## config.mk

```make
export PLATFORM = sky130hd
export DESIGN_NAME = gpint_ctrl
export DESIGN_NICKNAME = d
export VERILOG_FILES = /design/src/rtl/gpint_pkg.sv /design/src/rtl/gpint_detect.sv /design/src/rtl/gpint_group.sv /design/src/rtl/gpint_ctrl.sv
export SDC_FILE = /design/constraint.sdc
export NUM_CORES = 1
export LEC_CHECK = 0
export BUFFER_PORTS_ARGS = -buffer_cell sky130_fd_sc_hd__buf_2
export CAP_MARGIN = 15
export CORE_MARGIN = 1.5
export CORE_UTILIZATION = 55
export CTS_BUF_LIST = sky130_fd_sc_hd__clkbuf_16
export CTS_CLUSTER_SIZE = 10
export DETAILED_ROUTE_END_ITERATION = 12
export PLACE_DENSITY_LB_ADDON = 0.2
export RECOVER_POWER = 100
export SLEW_MARGIN = 10
export SYNTH_ARGS = -nofsm -noshare
export SYNTH_HDL_FRONTEND = slang
export SYNTH_SLANG_ARGS = --single-unit
export TNS_END_PERCENT = 10
```

## constraint.sdc

```tcl
create_clock -name clk_i -period 2.2 [get_ports clk_i]
set_input_delay 0.11 -clock clk_i [delete_from_list [all_inputs] [get_ports clk_i]]
set_output_delay 0.11 -clock clk_i [all_outputs]
set_load 0.02 [all_outputs]
```

## src/rtl/gpint_pkg.sv

```systemverilog
package gpint_pkg;
  localparam int unsigned CODE_W = 3;
  localparam int unsigned SLOT_W = 4;

  typedef enum logic [CODE_W-1:0] {
    TRIG_LOW  = 3'd0,
    TRIG_HIGH = 3'd1,
    TRIG_FALL = 3'd2,
    TRIG_RISE = 3'd3,
    TRIG_BOTH = 3'd4
  } trig_e;
endpackage

```

## src/rtl/gpint_detect.sv

```systemverilog
module gpint_detect
  import gpint_pkg::*;
(
  input  logic              clk_i,
  input  logic              rst_ni,
  input  logic              pin_i,
  input  logic [CODE_W-1:0] code_i,
  output logic              evt_o
);
  logic prev_q;

  always_ff @(posedge clk_i or negedge rst_ni) begin
    if (!rst_ni) prev_q <= 1'b0;
    else         prev_q <= pin_i;
  end

  always_comb begin
    case (code_i)
      TRIG_LOW:  evt_o = ~pin_i;
      TRIG_HIGH: evt_o = pin_i;
      TRIG_FALL: evt_o = prev_q & ~pin_i;
      TRIG_RISE: evt_o = ~prev_q & pin_i;
      TRIG_BOTH: evt_o = prev_q ^ pin_i;
      default:   evt_o = 1'b0;
    endcase
  end

  // reserved codes stay silent
  a_r8_reserved_silent: assert property (@(posedge clk_i) disable iff (!rst_ni)
    (code_i > 3'd4) |-> !evt_o);
endmodule

```

## src/rtl/gpint_group.sv

```systemverilog
module gpint_group
  import gpint_pkg::*;
#(
  parameter int unsigned PINS   = 8,
  parameter int unsigned DATA_W = 32
) (
  input  logic              clk_i,
  input  logic              rst_ni,
  input  logic [PINS-1:0]   pins_i,
  input  logic              ctrl_we_i,
  input  logic              mask_we_i,
  input  logic              pend_we_i,
  input  logic [DATA_W-1:0] wdata_i,
  output logic [DATA_W-1:0] ctrl_o,
  output logic [PINS-1:0]   mask_o,
  output logic [PINS-1:0]   pend_o
);
  logic [CODE_W-1:0] code_q [PINS];
  logic [PINS-1:0]   evt;
  logic [PINS-1:0]   clr;
  logic [PINS-1:0]   mask_q, pend_q;

  for (genvar n = 0; n < PINS; n++) begin : g_pin
    always_ff @(posedge clk_i or negedge rst_ni) begin
      if (!rst_ni)        code_q[n] <= '0;
      else if (ctrl_we_i) code_q[n] <= wdata_i[SLOT_W*n +: CODE_W];
    end

    gpint_detect u_det (
      .clk_i  (clk_i),
      .rst_ni (rst_ni),
      .pin_i  (pins_i[n]),
      .code_i (code_q[n]),
      .evt_o  (evt[n])
    );
  end

  always_comb begin
    ctrl_o = '0;
    for (int n = 0; n < PINS; n++) ctrl_o[SLOT_W*n +: CODE_W] = code_q[n];
  end

  assign clr = pend_we_i ? wdata_i[PINS-1:0] : '0;

  always_ff @(posedge clk_i or negedge rst_ni) begin
    if (!rst_ni) begin
      mask_q <= '1;
      pend_q <= '0;
    end else begin
      if (mask_we_i) mask_q <= wdata_i[PINS-1:0];
      pend_q <= (pend_q & ~clr) | evt;  // event beats clear
    end
  end

  assign mask_o = mask_q;
  assign pend_o = pend_q;

  a_r9_w1c_clears: assert property (@(posedge clk_i) disable iff (!rst_ni)
    ((clr & ~evt) != '0) |=> ((pend_q & $past(clr & ~evt)) == '0));

  a_r10_event_wins: assert property (@(posedge clk_i) disable iff (!rst_ni)
    (evt != '0) |=> ((pend_q & $past(evt)) == $past(evt)));
endmodule

```

## src/rtl/gpint_ctrl.sv

```systemverilog
module gpint_ctrl
  import gpint_pkg::*;
#(
  parameter int unsigned NGROUP = 4,
  parameter int unsigned PINS   = 8,
  parameter int unsigned ADDR_W = 12,
  parameter int unsigned DATA_W = 32,
  parameter logic [ADDR_W-1:0] CTRL_BASE = 12'h700,
  parameter logic [ADDR_W-1:0] MASK_BASE = 12'h900,
  parameter logic [ADDR_W-1:0] PEND_BASE = 12'hA00
) (
  input  logic                   clk_i,
  input  logic                   rst_ni,
  input  logic [NGROUP*PINS-1:0] pins_i,
  input  logic                   bus_we_i,
  input  logic [ADDR_W-1:0]      bus_addr_i,
  input  logic [DATA_W-1:0]      bus_wdata_i,
  output logic [DATA_W-1:0]      bus_rdata_o,
  output logic                   irq_o
);
  localparam int unsigned STRIDE = 4;
  localparam int unsigned NPINS  = NGROUP * PINS;

  logic [NGROUP-1:0] sel_c, sel_m, sel_p;
  logic [DATA_W-1:0] ctrl_w [NGROUP];
  logic [PINS-1:0]   mask_w [NGROUP];
  logic [PINS-1:0]   pend_w [NGROUP];
  logic [NPINS-1:0]  mask_flat, pend_flat;

  for (genvar g = 0; g < NGROUP; g++) begin : g_grp
    assign sel_c[g] = (bus_addr_i == ADDR_W'(CTRL_BASE + STRIDE*g));
    assign sel_m[g] = (bus_addr_i == ADDR_W'(MASK_BASE + STRIDE*g));
    assign sel_p[g] = (bus_addr_i == ADDR_W'(PEND_BASE + STRIDE*g));

    gpint_group #(.PINS(PINS), .DATA_W(DATA_W)) u_grp (
      .clk_i     (clk_i),
      .rst_ni    (rst_ni),
      .pins_i    (pins_i[g*PINS +: PINS]),
      .ctrl_we_i (bus_we_i & sel_c[g]),
      .mask_we_i (bus_we_i & sel_m[g]),
      .pend_we_i (bus_we_i & sel_p[g]),
      .wdata_i   (bus_wdata_i),
      .ctrl_o    (ctrl_w[g]),
      .mask_o    (mask_w[g]),
      .pend_o    (pend_w[g])
    );

    assign mask_flat[g*PINS +: PINS] = mask_w[g];
    assign pend_flat[g*PINS +: PINS] = pend_w[g];
  end

  always_comb begin
    bus_rdata_o = '0;
    for (int g = 0; g < NGROUP; g++) begin
      if (sel_c[g]) bus_rdata_o |= ctrl_w[g];
      if (sel_m[g]) bus_rdata_o |= DATA_W'(mask_w[g]);
      if (sel_p[g]) bus_rdata_o |= DATA_W'(pend_w[g]);
    end
  end

  assign irq_o = |(pend_flat & ~mask_flat);

  a_r11_irq_needs_pending: assert property (@(posedge clk_i) disable iff (!rst_ni)
    irq_o |-> (pend_flat != '0));

  a_r12_stray_write_inert: assert property (@(posedge clk_i) disable iff (!rst_ni)
    (bus_we_i && ({sel_c, sel_m, sel_p} == '0)) |=> $stable(mask_flat));
endmodule

```

After elaboration in Yosys (flattened, before gate mapping):

Index checks and enable logic that the tools add are counted.

* RAM bits: 0
* bits in read-only memories: 0
* output and inout bits: 33
* register bits: 192
* word-level logic and storage cells: 490
* memories kept: 0
* bits in latches: 0
* bits of input ports: 79

* multiplexer cells: 48
* bitwise gates (word level): 197
* equal/unequal tests: 140
* divide/modulo/power cells: 0
* reductions and logical operators: 33
* multipliers: 0
* shift-type cells: 0
* magnitude comparators: 0
* add/subtract/negate cells: 0

Operators with widths (count)
* $mux W32: 10
* $or A32 B8 Y32: 7
* $eq A3 B2 Y1 const B: 64
* $pmux W1 S5: 32
* $eq A12 B12 Y1 const B: 8
* $eq A3 B1 Y1 const B: 32
* $eq A3 B3 Y1 const B: 32
* $logic_not A3 Y1: 32
* $or A32 B31 Y32: 3
* $and A1 B1 Y1: 76
* $not A1 Y1: 64
* $mux W31: 2
* $eq A12 B11 Y1 const B: 4
* $and A32 B32 Y32: 1
* $and A8 B8 Y8: 4
* $mux W8: 4
* $not A32 Y32: 1
* $not A8 Y8: 4
* $or A8 B8 Y8: 4
* $reduce_or A32 Y1: 1
* $xor A1 B1 Y1: 32
* $or A31 B8 Y31: 1

Longest topological paths before layout:

Gate-level depths: netlist of the first run.

* depth after elaboration: 24
* mapped depth: 8
* depth with buffers taken out: 7

By module:

Synthesis of the first run repeated with hierarchy kept, for this count alone.

* cells, all modules: 1028
* area total of the unflattened synthesis: 12084.1 um^2

Modules (own cells, without submodules)
* gpint_group: sequential area each 1011.0 um^2, area an instance 1661.6 um^2, instances 4, cells each 102
* gpint_detect: sequential area each 25.0 um^2, area an instance 103.8 um^2, instances 32, cells each 11
* gpint_ctrl: sequential area each 0.0 um^2, area an instance 2114.5 um^2, instances 1, cells each 268

Worst setup path after synthesis of the first run:

No wires, ideal clock.

* path kind: input -> register
* start point: in bus_addr_i[7]
* end point: reg g_grp[3].u_grp.code_q, in the netlist g_grp[3].u_grp.ctrl_o[20]
* setup time: 125 ps
* arrival time: 1837 ps
* data required time: 2075 ps
* stages: 6
* path slack: 238 ps
* path buffers: 2
* cells stage by stage: or4_4 -> or2_4 -> or3_1 -> buf_2 -> buf_6 -> mux2_4

* word-level cells in the longest chain between the ends: 2

RTL lines
* start, declared: RTL line gpint_ctrl.sv:16 `input logic [ADDR_W-1:0] bus_addr_i,`
* $eq A12 B11 Y1: RTL line gpint_ctrl.sv:31 `assign sel_c[g] = (bus_addr_i == ADDR_W'(CTRL_BASE + STRIDE*g));`
* $and A1 B1 Y1: RTL line gpint_ctrl.sv:39 `.ctrl_we_i (bus_we_i & sel_c[g]),`
* end signal, assigned by index: RTL line gpint_group.sv:26 `else if (ctrl_we_i) code_q[n] <= wdata_i[SLOT_W*n +: CODE_W];`
* end, declared: RTL line gpint_group.sv:18 `logic [CODE_W-1:0] code_q [PINS];`

No other way between the ends.
A chain may end at the register's enable or synchronous reset.

Worst setup path after layout of the first run:

* start point: reg g_grp[1].u_grp.mask_q[2]
* end point: out irq_o

* word-level cells in the longest chain between the ends: 3

RTL lines
* start, declared: RTL line gpint_group.sv:21 `logic [PINS-1:0] mask_q, pend_q;`
* start signal, assigned: RTL line gpint_group.sv:50 `if (mask_we_i) mask_q <= wdata_i[PINS-1:0];`
* $not A32 Y32: RTL line gpint_ctrl.sv:61 `assign irq_o = |(pend_flat & ~mask_flat);`
* $and A32 B32 Y32: RTL line gpint_ctrl.sv:61
* $reduce_or A32 Y1: RTL line gpint_ctrl.sv:61
* end, declared: RTL line gpint_ctrl.sv:19 `output logic irq_o`

No other way between the ends.

==> results of run 1 <==
cell families (layout without fill, tap and decap cells):
family / Yosys count / after routing / synth area share (%)
flops: 192 / 192 / 44.8
mux: 186 / 186 / 21.1
compound gates: 180 / 180 / 11.8
simple gates: 172 / 172 / 8.05
buf+inv: 151 / 335 / 5.74
fa+ha+maj: 64 / 64 / 7.40
xor+xnor: 14 / 14 / 1.13
other cells: 1 / 6 / 0.0347
cells in the final DEF (no fill, tap or decap), types with 7 or more instances in the layout:
cell and n:
a211o_1 10, a211oi_1 30, a21oi_1 19, a221o_1 11
a22oi_1 19, and2_1 19, buf_2 45, buf_4 19
clkbuf_1 52, clkbuf_16 17, clkbuf_2 27, dfrtp_1 160
dfstp_2 32, dlygate4sd3_1 51, ha_1 64, inv_1 109
mux2_2 131, mux2i_1 34, mux4_2 20, nand2_1 53
nand3_1 8, nor2_1 36, nor2b_1 10, nor3_1 15
nor4_1 7, o211ai_1 10, o21ai_0 26, o22ai_1 23
o311ai_0 10, xnor2_1 10
power groups by stage:
stage / Clock [W] / Combinational [W] / Sequential [W]
2_1_floorplan: 0 / 0.000306 / 0.00366
3_3_place_gp: 0 / 0.000580 / 0.00367
3_5_place_dp: 0 / 0.000597 / 0.00367
4_1_cts: 0.00304 / 0.000673 / 0.00360
5_1_grt: 0.00316 / 0.000734 / 0.00361
6_report: 0.00298 / 0.000653 / 0.00360
registers in the layout, indices dropped and copies added, names as in the netlist:
| name | count |
|---|---|
| g_grp.u_grp.pend_o | 32 |
| g_grp.u_grp.ctrl_o | 96 |
| g_grp.u_grp.g_pin.u_det.prev_q | 32 |
| g_grp.u_grp.mask_o | 32 |
final timing paths:
| path | startpoint | to | slack (ns) | cells past startpoint |
|---|---|---|---|---|
| min in group asynchronous | rst_ni | g_grp[1].u_grp.ctrl_o[6] | 0.24 | 2 |
| max in group asynchronous | rst_ni | g_grp[3].u_grp.g_pin[0].u_det.prev_q | 0.44 | 3 |
| worst max register to register | g_grp[1].u_grp.g_pin[0].u_det.prev_q | g_grp[1].u_grp.pend_o[0] | 0.87 | 5 |
| worst min register to register | g_grp[2].u_grp.pend_o[0] | g_grp[2].u_grp.pend_o[0] | 0.50 | 2 |
| worst max-delay path | g_grp[1].u_grp.mask_o[2] | irq_o | 0.03 | 4 |
| worst min-delay path | bus_wdata_i[3] | g_grp[0].u_grp.mask_o[3] | 0.03 | 2 |
timing repair:
item                                    CTS  global route
endpoints found under the setup margin    0             1
endpoints found under the hold margin   144             0
resized for setup                         0             4
hold buffers                             51             0
final cells by class:
| type | count | share of cell area [%] |
|---|---|---|
| sequential | 192 | 38.1 |
| timing repair buffer | 196 | 9.66 |
| inverter | 107 | 3.16 |
| tap | 265 | 2.60 |
| multi-input combinational | 622 | 42.1 |
| clock inverter | 15 | 1.05 |
| clock buffer | 17 | 3.34 |
metrics by stage:
stage          setup TNS (ns)  std cells
6_report                    0       1414
5_1_grt               -0.0481       1414
4_1_cts                     0       1414
3_5_place_dp                0       1331
3_3_place_gp                0       1331
2_1_floorplan               0        965
layer usage:
layer  routed length [microns]  part of all wire [%]
met4                       416                   1.5
met1                     12600                    45
met5                         0                     0
met2                     13300                    48
met3                      1530                   5.5
==> out/qor.csv, run 1 <==
metric,value,unit
core box area,0.0194,sq mm
clk_lat worst skew,0.43,ns
initial antenna violation count,0,
GPL Wtd Cong,0.965,
Initial Util,55.8,%
global route overflow,0,
fmax,461,MHz
Clock Power Share,41.2,%
internal power,0.00542,W
"Setup Fix Bufs, Post-CTS",0,
"Slowest-stage cell, CP",dfstp_2,
DP Worst Slack,0.0511,ns
Via density,5.78,
unique cell type count in the Yosys netlist,55,
"Min Clock Period, post-route",2.17,ns
io pins,112,
startpoint type of the worst setup path,flip-flop,
Worst Path Arrival,2.06,ns
final hold violation count,0,
Sw Share,25.1,%
worst-path fanout max,3,
Die H,143,microns
Final nets,1279,
max incr delay on CP,0.59,ns
n_diodes,0,
H-tree Lvls,4,
Power Density,569,mW/mm^2
global-route wire length before repair,43700,microns
WL final,27900,microns
hold slack,0.0284,ns
Critical path buffers and inverters,1,
top-count cell post-synth,dfrtp_1,
routing usage on met3,5.20,%
fraction of registers with async set/reset,100,%
Post-DP Area,0.0118,sq mm
Max VDD drop,0.514,mV
part of the Yosys area used for sequential elements,44.8,%
multi-input combinational cell area,0.00536,sq mm
met1 usage,38.9,%
FILL cells,1596,
clock root buffer,clkbuf_16,
pin count of the biggest net entering global routing,64,
Worst slew margin,22.8,%
I/O Buffers,99,
Vias,8177,
Synth top area share,37.0,%
Combinational Power Share,9.0,%
routed length per placed instance,19.7,microns
Seq pwr share,49.8,%
vias in the first global route,8161,
Post-Layout Inst Area,0.0127,sq mm
Total GRT Usage,28.3,%
ratio of cells with drive above 1 in the final layout,27.2,%
die area,0.0205,sq mm
Mean Syn Cell Area,11.3,sq um
Crit path required time,2.09,ns
Clock Skew,0.00964,ns
Final Slew Violations,0,
final setup margin,0.0320,ns
CP Class,reg -> out,
grt peak-use layer,met2,
Top Family by Delay on Critical Path,simple AND/OR/NAND/NOR gates,
post-synth top area cell,dfrtp_1,
Num CTS Buffers,17,
Crit. End Element,output pin,
status,"complete, no violations",
Residual DRC,0,
Worst-path clk slew,0.07,ns
total leakage power,6.04,nW
Main synth FF type,dfrtp_1,
Routed Antenna Nets,0,
Initial DRC Count,552,
CTS Sinks,192,
Slew @ Worst Pin,1.16,ns
synthesized flop and latch total,192,
FF/Latch Area,0.00484,sq mm
NetSw,0.00182,W
CTS tree,yes,
Rows,51,
"top cells by area, synth","dfrtp_1, mux2_2, dfstp_2",
"EDFF count, synth",0,
Die W,143,microns
hold crit path type,in -> reg,
Cells after Synth,960,
commonest cells in the netlist,"dfrtp_1, mux2_2, inv_1, ha_1, nand2_1",
met2 Resource Use GR,45.8,%
Area Growth Syn to Fin,17.7,%
clock tree buffer depth,2,
mapped cell area,0.0108,sq mm
total power,0.00724,W
drt first pass iters,7,
Max Cap Viol,0,
post-layout util,65.6,%
"Setup violations, final",0,
post-route clock period utilization,98.5,%
worst path cell trace,"o22ai_1, nor4_1, nand4_1, clkbuf_2",
"Warnings, synthesis",0,
DP Wirelength,20000,microns
No activity file was read; power rests on OpenSTA's default activity.
==> inputs of run 2 (changes only) <==
--- a/config.mk
+++ b/config.mk
@@ -17,5 +17,6 @@
 export SLEW_MARGIN = 10
 export SYNTH_ARGS = -nofsm -noshare
 export SYNTH_HDL_FRONTEND = slang
+export SYNTH_HIERARCHICAL = 1
 export SYNTH_SLANG_ARGS = --single-unit
 export TNS_END_PERCENT = 10
==> run 2 against run 1 <==
Routed wire length is 9.0% higher. Non-clock buffer count stayed put. Power is 2.3% higher. Sequential share of layout area is 2.2 points lower. Critical path depth is 1 higher. Global-route usage shrank 0.33 points. Via count grew 6.4%. Utilization down 3.4 points. Die area rose by 11%. Synthesized cell count is 7.1% higher. Clock power rose by 4%.
==> out/qor.csv, run 2 <==
metric,value,unit,change
status,"complete, no violations",,
Power Density,549,mW/mm^2,-3.6%
DP Wirelength,21500,microns,+7.5%
drt first pass iters,5,,-2
Clock Skew,0.0119,ns,+0.00223 ns
initial antenna violation count,1,,+1
hold crit path type,in -> reg,,
die area,0.0229,sq mm,+11%
R2R depth,6,,+1
Residual DRC,0,,unchanged
Crit. End Element,output pin,,
"EDFF count, synth",0,,unchanged
core box area,0.0217,sq mm,+12%
fraction of registers with async set/reset,100,%,unchanged
FF/Latch Area,0.00484,sq mm,unchanged
Main synth FF type,dfrtp_1,,
Total GRT Usage,28.0,%,-0.33 points
Final Slew Violations,0,,unchanged
pin count of the biggest net entering global routing,55,,-14%
routed length per placed instance,20.5,microns,+3.7%
startpoint type of the worst setup path,flip-flop,,
Post-DP Area,0.0128,sq mm,+8.4%
final hold violation count,0,,unchanged
"commonest non-fill, non-tap cells in the layout","dfrtp_1, inv_1, clkbuf_1",,
Worst Path Arrival,1.97,ns,-0.09 ns
Worst-path clk slew,0.07,ns,about the same
CTS tree,yes,,
vias in the first global route,8888,,+8.9%
Largest register FFs,96,,unchanged
commonest cells in the netlist,"dfrtp_1, inv_1, mux2_4, ha_1, mux2_2",,
Area Growth Syn to Fin,11.7,%,
post-synth top area cell,dfrtp_1,,
FILL cells,1844,,+16%
"Setup Fix Bufs, Post-CTS",0,,unchanged
Num CTS Buffers,17,,unchanged
mapped cell area,0.0121,sq mm,+12%
fmax,480,MHz,+4.0%
CP Class,reg -> out,,
Worst Hold Path EP,g_grp[2].u_grp/pend_o[7],,
hold path depth,3,,+1
post-route clock period utilization,94.7,%,-3.8 points
Cells after Synth,1028,,+7.1%
"Min Clock Period, post-route",2.08,ns,-0.0837 ns
Post-Layout Inst Area,0.0135,sq mm,+6.1%
ratio of cells with drive above 1 in the final layout,19.3,%,-7.9 points
I/O Buffers,99,,unchanged
post-route setup TNS,0,ns,unchanged
GPL Wtd Cong,0.971,,+0.59%
H-tree Lvls,4,,unchanged
Worst slew margin,10.6,%,-12 points
Die H,151,microns,+5.6%
Rows,54,,+5.9%
"top cells by area, synth","dfrtp_1, mux2_4, dfstp_2",,
Die W,151,microns,+5.6%
Routed Antenna Nets,0,,unchanged
clk_lat worst skew,0.45,ns,+0.02 ns
Hold Crit Start,bus_wdata_i[7],,
"Setup violations, final",0,,unchanged
"Warnings, synthesis",6,,+6
unique cell type count in the Yosys netlist,56,,+1.8%
Reg2Reg Setup Slack,0.68,ns,-0.19 ns
Mean Syn Cell Area,11.8,sq um,+4.3%
reg2reg start,g_grp[3].u_grp/g_pin[5].u_det/prev_q,,
top-count cell post-synth,dfrtp_1,,
WL final,30400,microns,+9.0%
hold slack,0.0283,ns,-0.0000855 ns
DP Worst Slack,0.137,ns,+0.0858 ns
clock tree buffer depth,2,,unchanged
part of the Yosys area used for sequential elements,40.1,%,-4.7 points
post-layout util,62.2,%,-3.4 points
"most common cell after layout, fill and taps aside",dfrtp_1,,
worst reg2reg path endpoint,g_grp[3].u_grp/pend_o[5],,
RSZ-0062 raised after global routing,false,,
global-route wire length before repair,48200,microns,+10%
Max Cap Viol,0,,unchanged
Synth top area share,33.1,%,-3.9 points
synthesized flop and latch total,192,,unchanged
clock root buffer,clkbuf_16,,
final setup margin,0.116,ns,+0.0837 ns
global route overflow,0,,unchanged
Max VDD drop,0.446,mV,-13%
multi-input combinational cell area,0.00613,sq mm,+14%
CTS Sinks,192,,unchanged
Slew @ Worst Pin,1.34,ns,+0.183 ns
Via density,5.85,,+1.2%
Final nets,1335,,+4.4%
Crit path required time,2.09,ns,about the same
Vias,8698,,+6.4%
Initial DRC Count,580,,+5.1%
total leakage power,6.39,nW,+5.8%
Initial Util,55.7,%,about the same
worst-path fanout max,3,,unchanged
io pins,112,,unchanged
run 2: cell type report:
| class | count | share of cell area (%) |
|---|---|---|
| antenna | 1 | 0.0185 |
| clock buffer | 17 | 3.15 |
| clock inverter | 15 | 1.07 |
| inverter | 97 | 2.70 |
| multi-input combinational | 688 | 45.4 |
| sequential | 192 | 35.9 |
| tap | 280 | 2.60 |
| timing repair buffer | 196 | 9.16 |
run 2: timing repair:
action | in CTS | in global routing
endpoints found under the hold margin | 150 | 0
hold buffers | 51 | 0
gates resized for setup | 0 | 1
endpoints found under the setup margin | 0 | 1
run 2: cells by family (layout without fill, tap and decap cells):
logic type / count (synthesis) / after routing / share of synthesized area (%)
fa+ha+maj: 64 / 64 / 6.63
xor+xnor: 32 / 32 / 2.32
other cells: 4 / 33 / 0.124
mux: 202 / 202 / 23.4
buf+inv: 176 / 325 / 8.14
compound gates: 99 / 99 / 5.98
flops: 192 / 192 / 40.1
simple gates: 259 / 259 / 13.3
run 2: report_power, final:
| part | internal (W) | switching (W) | total, W |
|---|---|---|---|
| Clock | 0.00167 | 0.00144 | 0.00311 |
| Combinational | 0.000292 | 0.000400 | 0.000692 |
| Sequential | 0.00357 | 0.0000298 | 0.00360 |
| Total | 0.00553 | 0.00187 | 0.00741 |
run 2: critical path, stage by stage (launching register included):
cell and delay, ns:
dfstp_2 0.54, mux2_2 0.17, nand2_1 0.06, a31o_2 0.22, a31oi_1 0.26, clkbuf_1 0.27
run 2: stage by stage:
stage / power, W / std cells
floorplan: 0.00401 / 1056
global placement: 0.00428 / 1402
detailed placement: 0.00431 / 1402
CTS: 0.00747 / 1485
global route: 0.00765 / 1485
finish: 0.00741 / 1486
run 2: metal layers:
layer  global-route usage, %  vias to the layer above  wire length (microns)  part of all wire (%)
met5                       0                        -                      0                     0
met4                    10.1                        0                    813                   2.7
met3                    6.54                       57                   2100                   6.9
met2                    44.5                      298                  14300                    47
met1                    37.4                     4393                  13200                    43
li1                        -                     3950                      -                     -
run 2: how the worst max path moves through the flow:
stage,start,endpoint,cells after the start
6_report,g_grp[0].u_grp/mask_o[0],bus_rdata_o[0],5
5_1_grt,bus_addr_i[5],g_grp[0].u_grp/mask_o[2],8
4_1_cts,g_grp[2].u_grp/ctrl_o[2],bus_rdata_o[2],4
3_5_place_dp,bus_addr_i[5],g_grp[0].u_grp/mask_o[6],8
3_3_place_gp,bus_addr_i[7],g_grp[0].u_grp/mask_o[0],8
2_1_floorplan,bus_addr_i[10],g_grp[0].u_grp/ctrl_o[0],9
